<file path="config.mk">
export PLATFORM = sky130hd
export DESIGN_NAME = tournament_chooser
export DESIGN_NICKNAME = d
export VERILOG_FILES = /design/src/rtl/tc_pkg.sv /design/src/rtl/tc_index_mux.sv /design/src/rtl/tc_entry_table.sv /design/src/rtl/tc_train.sv /design/src/rtl/tc_pick.sv /design/src/rtl/tournament_chooser.sv
export SDC_FILE = /design/constraint.sdc
export NUM_CORES = 1
export LEC_CHECK = 0
export BUFFER_PORTS_ARGS = -buffer_cell sky130_fd_sc_hd__buf_2
export CORE_AREA = 2 2 148 208
export CTS_BUF_LIST = sky130_fd_sc_hd__clkbuf_2
export DETAILED_ROUTE_END_ITERATION = 8
export DIE_AREA = 0 0 150 210
export GPL_ROUTABILITY_DRIVEN = 0
export PLACE_DENSITY = 0.45
export SLEW_MARGIN = 10
export SYNTH_ARGS = -nofsm -noshare
export SYNTH_HDL_FRONTEND = slang
export SYNTH_SLANG_ARGS = --single-unit
</file>
<file path="constraint.sdc">
create_clock -name clk -period 5.6 [get_ports clk]
set_input_delay 0.28 -clock clk [delete_from_list [all_inputs] [get_ports clk]]
set_output_delay 0.28 -clock clk [all_outputs]
set_load 0.005 [all_outputs]
</file>
<file path="src/rtl/tc_pkg.sv">
package tc_pkg;
   localparam int STYLE_COUNTER = 0;
   localparam int STYLE_FLAGS   = 1;

   localparam logic [1:0] CTR_WEAK_GLOBAL = 2'b01;
   localparam logic [1:0] FLAGS_CLEAR     = 2'b00;

   typedef logic [1:0] tc_entry_t;

   function automatic tc_entry_t ctr_step(input tc_entry_t cur, input logic up, input logic dn);
      tc_entry_t nxt;
      nxt = cur;
      if (up && !dn && cur != 2'b11) nxt = cur + 2'b01;
      else if (dn && !up && cur != 2'b00) nxt = cur - 2'b01;
      return nxt;
   endfunction
endpackage

</file>
<file path="src/rtl/tc_index_mux.sv">
module tc_index_mux #(
   parameter int IDX_W  = 6,
   parameter int ADDR_W = 16,
   parameter int HIST_W = 12
) (
   input  logic              use_hist,
   input  logic [ADDR_W-1:0] addr,
   input  logic [HIST_W-1:0] hist,
   output logic [IDX_W-1:0]  idx
);
   always_comb begin
      if (use_hist) idx = hist[IDX_W-1:0];
      else          idx = addr[IDX_W-1:0];
   end
endmodule

</file>
<file path="src/rtl/tc_entry_table.sv">
module tc_entry_table
   import tc_pkg::*;
#(
   parameter int        IDX_W = 6,
   parameter tc_entry_t INIT  = CTR_WEAK_GLOBAL
) (
   input  logic             clk,
   input  logic             rst_n,
   input  logic [IDX_W-1:0] rd_idx,
   output tc_entry_t        rd_ent,
   input  logic [IDX_W-1:0] up_idx,
   output tc_entry_t        up_old,
   input  logic             wr_en,
   input  tc_entry_t        wr_ent
);
   localparam int DEPTH = 1 << IDX_W;

   tc_entry_t mem [DEPTH];

   always_ff @(posedge clk) begin
      if (!rst_n) begin
         for (int i = 0; i < DEPTH; i++) mem[i] <= INIT;
      end else if (wr_en) begin
         mem[up_idx] <= wr_ent;
      end
   end

   assign rd_ent = mem[rd_idx];
   assign up_old = mem[up_idx];
endmodule

</file>
<file path="src/rtl/tc_train.sv">
module tc_train
   import tc_pkg::*;
#(
   parameter int STYLE = STYLE_COUNTER
) (
   input  tc_entry_t old_ent,
   input  logic      loc_ok,
   input  logic      glb_ok,
   output tc_entry_t new_ent
);
   generate
      if (STYLE == STYLE_COUNTER) begin : g_ctr
         always_comb new_ent = ctr_step(old_ent, loc_ok & ~glb_ok, glb_ok & ~loc_ok);
      end else begin : g_flags
         logic unused_old;
         assign unused_old = ^old_ent;
         always_comb new_ent = {loc_ok, glb_ok};
      end
   endgenerate
endmodule

</file>
<file path="src/rtl/tc_pick.sv">
module tc_pick
   import tc_pkg::*;
#(
   parameter int STYLE = STYLE_COUNTER
) (
   input  tc_entry_t ent,
   output logic      use_local
);
   generate
      if (STYLE == STYLE_COUNTER) begin : g_ctr
         assign use_local = ent[1];
      end else begin : g_flags
         assign use_local = ent[1] & ~ent[0];
      end
   endgenerate
endmodule

</file>
<file path="src/rtl/tournament_chooser.sv">
module tournament_chooser
   import tc_pkg::*;
#(
   parameter int IDX_W  = 6,
   parameter int ADDR_W = 16,
   parameter int HIST_W = 12,
   parameter int STYLE  = 0
) (
   input  logic              clk,
   input  logic              rst_n,
   input  logic              idx_by_hist,
   input  logic [ADDR_W-1:0] pred_addr,
   input  logic [HIST_W-1:0] pred_hist,
   input  logic              loc_pred,
   input  logic              glb_pred,
   output logic [IDX_W-1:0]  pred_idx,
   output logic              pick_local,
   output logic              final_pred,
   input  logic              res_valid,
   input  logic [IDX_W-1:0]  res_idx,
   input  logic              res_loc_pred,
   input  logic              res_glb_pred,
   input  logic              res_taken
);
   localparam tc_entry_t INIT = (STYLE == STYLE_COUNTER) ? CTR_WEAK_GLOBAL : FLAGS_CLEAR;

   generate
      if (IDX_W < 1 || IDX_W > 12) begin : g_bad_idx
         $error("tournament_chooser: IDX_W must be 1..12");
      end
      if (ADDR_W < IDX_W || HIST_W < IDX_W) begin : g_bad_src
         $error("tournament_chooser: ADDR_W and HIST_W must be >= IDX_W");
      end
      if (STYLE != STYLE_COUNTER && STYLE != STYLE_FLAGS) begin : g_bad_style
         $error("tournament_chooser: STYLE must be 0 or 1");
      end
   endgenerate

   tc_entry_t rd_ent, old_ent, new_ent;
   logic      loc_ok, glb_ok;

   assign loc_ok = (res_loc_pred == res_taken);
   assign glb_ok = (res_glb_pred == res_taken);

   tc_index_mux #(.IDX_W(IDX_W), .ADDR_W(ADDR_W), .HIST_W(HIST_W)) u_idx (
      .use_hist (idx_by_hist),
      .addr     (pred_addr),
      .hist     (pred_hist),
      .idx      (pred_idx)
   );

   tc_entry_table #(.IDX_W(IDX_W), .INIT(INIT)) u_tab (
      .clk    (clk),
      .rst_n  (rst_n),
      .rd_idx (pred_idx),
      .rd_ent (rd_ent),
      .up_idx (res_idx),
      .up_old (old_ent),
      .wr_en  (res_valid),
      .wr_ent (new_ent)
   );

   tc_train #(.STYLE(STYLE)) u_train (
      .old_ent (old_ent),
      .loc_ok  (loc_ok),
      .glb_ok  (glb_ok),
      .new_ent (new_ent)
   );

   tc_pick #(.STYLE(STYLE)) u_pick (
      .ent       (rd_ent),
      .use_local (pick_local)
   );

   assign final_pred = pick_local ? loc_pred : glb_pred;
endmodule

</file>
==> metrics.md <==
| Metric | Value |
|---|---|
| CTS Buf Count | 17 |
| First-pass GRT wire length | 35.6 mm |
| R2R Path End | u_tab.mem[34][0]$_SDFFCE_PN1P_ |
| Final hold viol count | 0 |
| Initial Util | 24.7% |
| Worst Hold End | u_tab.mem[58][1]$_SDFFCE_PN0P_ |
| Synth top area share | 52.5% |
| Total GRT Usage | roughly 15% |
| Starting DRT DRC Count | 322 |
| Worst-Margin Slew | around 1.0 ns |
| IO Port Bufs | 34 |
| Top reg by flops | u_tab.mem |
| Final Non-Filler Cells | 1162 |
| Clock network latency to the later pin of the worst-skew pair | between 0.7 and 0.8 ns |
| Min Tclk post-route | roughly 4 ns |
| Beginning of the critical path | u_tab.mem[61][0]$_SDFFCE_PN1P_ |
| Clock buffer depth | 2 |
| Count of final setup violators | 0 |
| Async set-reset flop share out of synthesis | 0% |
| HP Start | res_idx[5] |
| Register area share after synthesis | around 52% |
| Die area | 0.0315 mm^2 |
| Peak VDD IR | 0.139 mV |
| Post-CTS setup repair buffer count | 0 |
| Dominant synthesized flop cell | edfxtp_1 |
| CORE AREA | between 0.02 and 0.03 mm^2 |
| TritonCTS clock tree | yes |
| DIE WIDTH | ~150 um |
| Largest registers | u_tab.mem x128 |
| Vias per cell | 5.04 |
| # DRC | 0 |
| Num ports | 51 |
| RSZ-0062 raised after global routing | false |
| H-tree levels | 4 |
| Synth cell types | 56 |
| Initial antenna violation count | 1 |
| Net Count, Synth | roughly 800 |
| Area leader, netlist | edfxtp_1 |
| Via count | roughly 6000 |
| Post-DP Area | 0.00796 mm^2 |
| Outcome | finished, final reports clean |
| Total grt overflow | 0 |
| Worst r2r src | u_tab.mem[61][0]$_SDFFCE_PN1P_ |
| Largest net degree at the start of global routing | 67 |
| Dpl cells | roughly 1100 |
| CTS resizes | 0 |
| Number of global-route vias before repair | between 5000 and 6000 |
| Maximum Capacitance Violations | 0 |
| CTS clk-pin slew, worst paths | 0.19 ns |
| Setup Skew | 0.0501 ns |
| Post-DP HPWL | 16.3 mm |
| Number of synthesized flops with an enable pin | between 100 and 150 |
| R2R depth | 11 |
| Dominant cells by area after synthesis | edfxtp_1 52%, nand2_1 9.5%, nand3_1 6.2%, nor2_1 3.9%, mux2i_1 3.4% |
| Yosys warnings | 0 |
| Slew HR | a little under a third |
| Antenna-violating nets left | 0 |
| Clk sinks | 128 |
| Syn Area/Cell | 9.84 um^2 |
| Worst min path class | in -> reg |
| Most frequent cells in the layout | 186 x nand2_1, 128 x edfxtp_1, 90 x nand3_1 |
| Share of layout cells above drive strength 1 | between 10% and 20% |
| Final worst path period share | a little under three quarters |
| CTS root buffer | clkbuf_2 |
| Drt first pass iters | 7 |
| Leading cell type in the layout, fill and taps excluded | nand2_1 |
| Hold path cells | 3 |
| WL/cell | around 20 um |
| Worst Setup Start Kind | register |
| WS Path Type | reg -> reg |
| Power per cell area | around 260 mW/mm^2 |
| Layout area overhead | 12.0% |
| Post-Syn Area | around 0.0073 mm^2 |
| Critical path data arrival time | 4.41 ns |
| Max FFs per register | 128 |
| Cts hold-fix bufs | 0 |
| Setup crit end kind | register |
| WL final | approximately 24 mm |
| Final instance area | slightly above 0.008 mm^2 |
| Yosys reg bits | 128 |
| Final setup TNS | 0 ns |
| Crit-path max FO | 64 |
| NumNets Final | 809 |
| Slew Limit Fails | 0 |
| Die Y | 210 um |
| Syn Inst Count | about 740 |
| Slack of the worst reg-to-reg path | around 1.6 ns |
| CP required | 6.00 ns |
| Lkg Pwr | approximately 2.7 nW |
| Row cnt | 75 |
| Max Clk Rate | 249 MHz |
Yosys cell counts (4+ instances only):
cell,n
a21oi_1,4
a221oi_1,6
a22oi_1,6
a31oi_1,7
a32oi_1,7
a41oi_1,4
and3_1,6
buf_1,5
buf_2,15
buf_6,11
clkbuf_1,32
edfxtp_1,128
inv_1,10
mux2_1,6
mux2_2,7
mux2i_1,25
mux4_2,10
nand2_1,186
nand2b_1,15
nand3_1,90
nand4_1,10
nor2_1,76
nor2b_1,5
nor3_1,10
nor3b_1,4
o21ai_0,8
o22ai_1,8
worst max path at each step:
stage	endpoint	slack, ns	cells after the start
after CTS	u_tab.mem[34][0]$_SDFFCE_PN1P_	1.55	11
after global placement	u_tab.mem[45][0]$_SDFFCE_PN1P_	1.0	12
after floorplan	u_tab.mem[40][0]$_SDFFCE_PN1P_	2.22	15
after global routing	u_tab.mem[35][0]$_SDFFCE_PN1P_	1.35	12
after detailed placement	u_tab.mem[51][0]$_SDFFCE_PN1P_	0.97	13
final	u_tab.mem[34][0]$_SDFFCE_PN1P_	1.59	11
cell families after synthesis:
kind of cell | count (synthesis) | share of synthesized area [%]
mux | 48 | 8.49
compound gates | 73 | 7.79
simple gates | 417 | 25.4
fa+ha+maj | 2 | 0.342
flops | 128 | 52.5
buf+inv | 75 | 5.28
xor+xnor | 1 | 0.222
critical path, cell delays in order (launching register included):
cell and delay (ns):
edfxtp_1 0.41, mux2_1 0.32, a221oi_1 0.35, o22ai_1 0.14, a221o_1 0.43, nor4_4 0.51, ha_1 0.29, o22ai_1 0.10
o21ai_0 0.48, xnor2_4 0.18, buf_12 0.31, nand3_1 0.12
area by class of cell:
cell class,count,area (um^2)
tap,385,482
fill,3167,21500
antenna,1,2.50
multi-input combinational,541,3180
clock buffer,19,95.1
inverter,11,41.3
timing repair buffer,65,415
sequential,128,3840
clock inverter,12,144
metal layers:
| metal | global-route usage (%) | vias up | routed length, um |
|---|---|---|---|
| met5 | 0 | - | 0 |
| met4 | 9.73 | 0 | 1350 |
| met3 | 2.29 | 69 | 976 |
| li1 | - | 2737 | - |
| met2 | 27.4 | 180 | 12200 |
| met1 | 17.2 | 2867 | 9260 |
stage by stage:
| step | hold slack [ns] | setup slack, ns | total power, mW | util (%) |
|---|---|---|---|---|
| 2_1_floorplan | 0.653 | 2.22 | 1.40 | - |
| 3_3_place_gp | 0.856 | 0.998 | 1.54 | 26.8 |
| 3_5_place_dp | 0.854 | 0.965 | 1.54 | 26.8 |
| 4_1_cts | 0.0365 | 1.55 | 2.14 | 27.6 |
| 5_1_grt | 0.0546 | 1.35 | 2.19 | 27.7 |
| 6_report | 0.124 | 1.59 | 2.11 | 27.7 |
where the power goes:
part	switching [mW]	leakage (nW)	internal, mW
sequential	0.0134	1.15	1.07
clock	0.349	0.142	0.245
combinational	0.305	1.44	0.121
No activity file was read; power rests on OpenSTA's default activity.
